$ cat src/rtl/msi_doorbell.sv
module msi_doorbell #(
  parameter int AW         = 32,
  parameter int NUM_LINES  = 96,
  parameter int WIN_SIZE   = 16,
  parameter int DOOR_OFF   = 0,
  parameter bit SWAP_BYTES = 1'b0,
  localparam int NWORDS    = (NUM_LINES + 31) / 32,
  localparam int PW        = NWORDS * 32,
  localparam int IDW       = $clog2(PW)
) (
  input  logic           clk,
  input  logic           rst_n,
  input  logic [AW-1:0]  win_base,
  input  logic           req_valid,
  input  logic           req_write,
  input  logic [AW-1:0]  req_addr,
  input  logic [31:0]    req_wdata,
  output logic           rsp_valid,
  output logic           rsp_err,
  output logic [31:0]    rsp_rdata,
  input  logic           clr_valid,
  input  logic [IDW-1:0] clr_id,
  output logic           eval_pulse,
  output logic [PW-1:0]  pend_words
);

  logic [31:0]   door_q;
  logic [PW-1:0] pend_q;
  logic [31:0]   irq_num;
  logic [AW:0]   win_end;
  logic [AW-1:0] offset;
  logic          hit, at_door, door_wr, in_range;
  logic [PW-1:0] set_mask, clr_mask;

  generate
    if (SWAP_BYTES) begin : g_swap
      assign irq_num = {req_wdata[7:0], req_wdata[15:8], req_wdata[23:16], req_wdata[31:24]};
    end else begin : g_le
      assign irq_num = req_wdata;
    end
  endgenerate

  assign win_end  = {1'b0, win_base} + (AW+1)'(WIN_SIZE);
  assign hit      = req_valid && (|win_base) && (req_addr >= win_base)
                    && ({1'b0, req_addr} < win_end);
  assign offset   = req_addr - win_base;
  assign at_door  = hit && (offset == AW'(DOOR_OFF));
  assign door_wr  = at_door && req_write;
  assign in_range = irq_num < 32'(NUM_LINES);

  assign set_mask = (door_wr && in_range) ? (PW'(1) << irq_num[IDW-1:0]) : '0;
  assign clr_mask = clr_valid ? (PW'(1) << clr_id) : '0;

  always_ff @(posedge clk or negedge rst_n) begin
    if (!rst_n) begin
      door_q     <= '0;
      pend_q     <= '0;
      rsp_valid  <= 1'b0;
      rsp_err    <= 1'b0;
      rsp_rdata  <= '0;
      eval_pulse <= 1'b0;
    end else begin
      pend_q     <= (pend_q & ~clr_mask) | set_mask;
      rsp_valid  <= hit;
      rsp_err    <= hit && (!at_door || (req_write && !in_range));
      rsp_rdata  <= (at_door && !req_write) ? door_q : '0;
      eval_pulse <= door_wr;
      if (door_wr) door_q <= req_wdata;
    end
  end

  assign pend_words = pend_q;

endmodule

$ cat config.mk
export PLATFORM = sky130hd
export DESIGN_NAME = msi_doorbell
export DESIGN_NICKNAME = d
export VERILOG_FILES = /design/src/rtl/msi_doorbell.sv
export SDC_FILE = /design/constraint.sdc
export NUM_CORES = 1
export LEC_CHECK = 0
export BUFFER_PORTS_ARGS = -buffer_cell sky130_fd_sc_hd__buf_4
export CELL_PAD_IN_SITES_DETAIL_PLACEMENT = 1
export CELL_PAD_IN_SITES_GLOBAL_PLACEMENT = 2
export CORE_MARGIN = 5
export CORE_UTILIZATION = 35
export CTS_CLUSTER_SIZE = 40
export DETAILED_ROUTE_END_ITERATION = 10
export GPL_TIMING_DRIVEN = 0
export HOLD_SLACK_MARGIN = 0.03
export PLACE_DENSITY_LB_ADDON = 0.1
export SYNTH_ARGS = -nofsm -noshare
export SYNTH_HDL_FRONTEND = slang
export SYNTH_SLANG_ARGS = --single-unit
export TNS_END_PERCENT = 50
$ cat constraint.sdc
create_clock -name clk -period 1.3 [get_ports clk]
set_input_delay 0.13 -clock clk [delete_from_list [all_inputs] [get_ports clk]]
set_output_delay 0.13 -clock clk [all_outputs]
set_load 0.02 [all_outputs]
-- Yosys cells after proc, flatten, opt, wreduce, memory -nomap -nowiden
Index checks and enable logic that the tools add are counted.
- bits in registers: 163
- input port bits: 108
- word-level logic and storage cells: 34
- add/sub/neg operators: 2
- $lt $le $gt $ge: 3
- shifts and indexed selects: 2
- mux-type cells: 3
- bitwise operators: 3
- reduce and logical (&&, ||, !) cells: 15
- operator list (cell ; count):
    2-to-1 mux 96 bit ; 2
    << shifter 1 x 7 -> 96 bit, first input constant ; 2
    AND 96 bit ; 1
    inverter 96 bit ; 1
    OR 96 bit ; 1
    adder 32 x 5 -> 33 bit, second input constant ; 1
    less-than comparator 32 x 33 -> 1 bit ; 1
    greater-or-equal comparator 32 bit ; 1
    logical NOT 32 bit ; 1
    less-than comparator 32 x 7 -> 1 bit, second input constant ; 1
    2-to-1 mux 32 bit ; 1
    OR reduction 32 bit ; 1
    subtractor 32 bit ; 1
    logical AND 1 bit ; 9
    logical NOT 1 bit ; 3
    logical OR 1 bit ; 1

-- Depth between registers and ports, before layout
- depth in word-level cells: 9
- depth in mapped cells: 21
- mapped depth without buffers: 18

-- Worst setup path after synthesis
No wires, ideal clock.
- kind: input to register
- from: input win_base[11]
- to: register door_q[17]
- library setup time: 0.125 ns
- arrival time: 4.259 ns
- data required time: 1.175 ns
- path slack: -3.084 ns
- cell stages on the path: 20
- cell sequence: inv_1 nor4_1 nand2_1 nor3_1 and2_1 nand4_1 xnor2_1 ha_1 nand3_1 nor2_1 a221oi_1 nand3_1 o32a_1 nor3b_1 nand4_1 or4_4 buf_6 buf_8 buf_12 mux2_4
- cells in the longest elaborated chain, start to end: 6
- elaborated cells on any way between the ends: 11
- those cells by class: add/sub (2); order compare (2); reduce/logical (7)
- RTL lines (what ; line ; RTL):
    start: declaration ; 13 ; input logic [AW-1:0] win_base,
    parallel branches: the longest is 4 deep, another holds adder 32 x 5 -> 33 bit ; -- ;
    logical AND 1 bit (*) ; 47 ; assign at_door = hit && (offset == AW'(DOOR_OFF));
    logical AND 1 bit (*) ; 48 ; assign door_wr = at_door && req_write;
    end signal: assignment ; 68 ; if (door_wr) door_q <= req_wdata;
    end: declaration ; 27 ; logic [31:0] door_q;
Mark *: on every way between the ends.
A chain may end at the register's enable or synchronous reset.

-- Final worst setup path
- from: input win_base[15]
- to: register door_q[28]
Same word-level chain as after synthesis.

==> reports/qor_table.md <==
| Result | Value | Unit |
|---|---|---|
| Width of the die | 183 | µm |
| Total Power | 12.8 | mW |
| Share of post-route cells with drive strength above 1 | 34.5 | % |
| CP Capture Type | flop | - |
| Antenna violations before repair | 1 | - |
| PD cells | 835 | nW/µm² |
| Final Worst Setup Slack | -2.52 | ns |
| Clock period minus worst slack | 3.82 | ns |
| Share of the synthesized area in the top cell type | 38.7 | % |
| Cell type with the highest aggregate area in the netlist | sky130_fd_sc_hd__dfrtp_1 | - |
| Chip height | 183 | µm |
| HPWL reported at the end of detailed placement | 31400 | µm |
| Area growth, synth to finish | 45.7 | % |
| Arrival time of data at the critical path endpoint | 4.13 | ns |
| Part of the cycle the worst path needs | 294 | % |
| Cell mode on critical path | sky130_fd_sc_hd__buf_12 | - |
| Highest cell delay on the worst timing path | 0.46 | ns |
| Total Routed Length | 43900 | µm |
| Critical Path, Cell by Cell | buf_8, and4_4, and3_4, and2_4, and3_4, buf_6, and2_4, nand4_1, xnor2_1, ha_1, nand3_4, nor2_2, a221oi_2, nand3_1, o32a_1, nor3b_2, nand4_1, or4_4, buf_12, buf_12, buf_12, mux2_4 | - |
| Post-route cell area | 15300 | µm² |
| Post-Synthesis Cell Area | 10500 | µm² |
| Cell area reported after detailed placement | 12900 | µm² |
| Peak VDD IR | 0.952 | mV |
| Area used by multi-input combinational logic | 6710 | µm² |
| Worst-path maximum fanout | 6 | - |
| CP startpoint kind | input port | - |
| Post-layout net count | 1712 | - |
| Setup repair after global routing missed its margin | true | - |
| Maxcap violations | 0 | - |
| IO Port Bufs | 235 | - |
| WL met3 | 2070 | µm |
| Number of H-tree levels | 4 | - |
| Leading cell type by number of instances after synthesis | sky130_fd_sc_hd__o21ai_0 | - |
| Initial Utilization | 35.5 | % |
| GRT Util Overall | 25.2 | % |
| Count of flip-flops with a built-in enable after synthesis | 0 | - |
| Worst-Skew Late Latency | 0.43 | ns |
| Distinct cell type count after synthesis | 72 | - |
| Boundary Pins | 239 | - |
| Synth top area cells | sky130_fd_sc_hd__dfrtp_1 (39%), sky130_fd_sc_hd__o21ai_0 (11%), sky130_fd_sc_hd__ha_1 (7.5%) | - |
| Count of yosys warnings during synthesis | 0 | - |
| Slew at the pin with the worst max-slew slack | 1.17 | ns |
| Worst-path clk slew | 0.06 | ns |
| WL per Instance | 22.6 | µm |
| Final ANT Viol Nets | 0 | - |
| Number of DRC markers in iteration 0 | 639 | - |
| Number of cell rows | 63 | - |
| Detailed-routing iteration count for the pre-antenna-repair pass | 5 | - |
| Largest net degree at the start of global routing | 104 | - |
| Status | finished with violations | - |
| Cell types with the highest counts after synthesis | sky130_fd_sc_hd__o21ai_0 (221), sky130_fd_sc_hd__dfrtp_1 (163), sky130_fd_sc_hd__nand3_1 (123), sky130_fd_sc_hd__nand2_1 (78), sky130_fd_sc_hd__ha_1 (63) | - |
| Post-layout utilization of the core | 51.7 | % |
| Slew Viols, Final | 0 | - |
| Total via count in the routed design | 10927 | - |
| Storage element area | 4080 | µm² |
| Routability congestion estimate from global placement | 0.825 | - |
| Wire length of the first global-routing pass | 66600 | µm |
| Most used DFF post-synth | sky130_fd_sc_hd__dfrtp_1 | - |
| Pre-CTS worst setup slack | -3.61 | ns |
| Mean cell area of the mapped netlist | 8.72 | µm² |
| Detailed-route wire length on metal 1 | 18100 | µm |
| Met2 layer wire length in the routed design | 22200 | µm |
| Number of global-route vias before repair | 11545 | - |
| Required arrival time at the worst endpoint | 1.61 | ns |
| Proportion of synthesized flip-flops having asynchronous set or reset | 100 | % |
| Clock sinks | 163 | - |
| Root Driver | sky130_fd_sc_hd__clkbuf_16 | - |
| Highest metal layer with signal wires | met5 | - |
| FMAX | 262 | MHz |
| Critical Path Slowest Stage Cell | sky130_fd_sc_hd__or4_4 | - |
| Seq cells post-synth | 163 | - |
| Clock tree from TritonCTS | done | - |
| Number of endpoints failing setup at the final stage | 163 | - |
| Path category of the worst min-delay check | input port to flop | - |
| Number of filler cells placed in the layout | 3452 | - |
| Category of the most critical setup path | input port to flop | - |
| Max_slew headroom | 21.0 | % |
| Die area | 33700 | µm² |
| Detail-routed via count per cell | 5.62 | - |
| Syn Inst Count | 1207 | - |
| Gr ovfl total | 0 | - |
| Final Hold Viols | 0 | - |
| Number of remaining DRC errors | 0 | - |
| ANT cells | 0 | - |
| Leakage power | 6.91 | nW |
| Sequential share of the synthesized area | 38.7 | % |
| Layout Skew | 0.00710 | ns |
| Violations in the final reports | setup timing | - |
| Worst-case clock buffer depth | 2 | - |
| Number of standard cells in the layout, taps in and fillers out | 1944 | - |
| Synthesized Nets | 1378 | - |
| Placed cells | 1833 | - |
| Core Area | 29600 | µm² |
| Inserted Clock Buffers | 17 | - |
==> flip-flops by register name, indices dropped and copies added, names as in the netlist <==
register and flops:
rsp_valid 1, pend_words 96, door_q 32, rsp_err 1, eval_pulse 1, rsp_rdata 32
==> power by group <==
part	internal (mW)	switching, mW
clock network	2.78	2.25
registers	5.07	0.00161
logic	1.02	1.69
==> per-stage QoR <==
| stage | TNS [ns] | hold slack (ns) |
|---|---|---|
| floorplan | -366.08 | -0.166 |
| global placement | -704.60 | 0.374 |
| detailed placement | -564.84 | 0.0924 |
| CTS | -386.69 | 0.0575 |
| global route | -404.35 | 0.0674 |
| finish | -381.75 | 0.0778 |
==> critical path, delay by kind of cell <==
| family | cells | cell delay, ns |
|---|---|---|
| AND/OR/NAND/NOR | 12 | 2.01 |
| multiplexers | 1 | 0.29 |
| buffers and inverters | 5 | 0.61 |
| XOR/XNOR | 1 | 0.17 |
| AO/OA/AOI/OAI | 2 | 0.55 |
| adder cells (fa/ha/maj) | 1 | 0.36 |
==> cell families (layout without fill, tap and decap cells) <==
family / after synthesis / after routing / synth area share, %
and+or+nand+nor: 448 / 448 / 22.4
AOI/OAI and AO/OA: 343 / 343 / 18.8
DFF: 163 / 163 / 38.7
buffers and inverters: 112 / 459 / 4.73
adders and majority gates: 63 / 63 / 7.49
xor gates and xnor gates: 41 / 41 / 3.41
muxes: 37 / 37 / 4.41
==> path summary, 6_finish.rpt <==
kind	endpoint	depth (start not counted)	startpoint	slack, ns
hold reg to reg	door_q[31]	1	door_q[31]	0.51
setup / recovery	door_q[28]	22	win_base[15]	-2.52
setup reg to reg	rsp_rdata[20]	2	door_q[20]	0.41
hold / removal	rsp_rdata[0]	3	req_write	0.08
min in group asynchronous	door_q[22]	2	rst_n	0.18
max in group asynchronous	pend_words[73]	3	rst_n	0.24
==> placed cells by master (no fill, tap or decap), drive strengths merged, types with 13 or more instances in the layout <==
cell / n
nand4: 26
inv: 41
mux2: 33
clkbuf: 83
nor3: 26
dfrtp: 163
o21ai: 225
xnor2: 33
a21oi: 51
nand3: 123
nor2: 51
dlygate4sd3: 28
nor4: 50
nand2b: 42
ha: 63
nor2b: 13
buf: 299
nand2: 78
==> routing by layer <==
layer	vias to the layer above	global-route usage (%)
li1	5082	-
met1	5428	31.6
met2	334	44.9
met3	81	3.05
met4	2	8.61
met5	-	0
==> area by class of cell <==
| class | instances | area share [%] |
|---|---|---|
| plain buffers | 74 | 3.83 |
| clock buffers | 20 | 2.98 |
| clock inverters | 12 | 0.791 |
| inverters | 37 | 0.906 |
| multi-input cells | 932 | 43.7 |
| flip-flops and latches | 163 | 26.6 |
| well taps | 390 | 3.18 |
| repair buffers | 316 | 18.0 |
==> what timing repair did <==
| action | 4_1_cts | 5_1_grt |
|---|---|---|
| hold buffers | 28 | 0 |
| cloned | 7 | 5 |
| pin swaps | 70 | 68 |
| resized for setup | 238 | 79 |
| buffers inserted | 30 | 10 |
| hold endpoints to repair | 87 | 0 |
| setup endpoints to repair | 163 | 179 |
No activity file was read; power rests on OpenSTA's default activity.
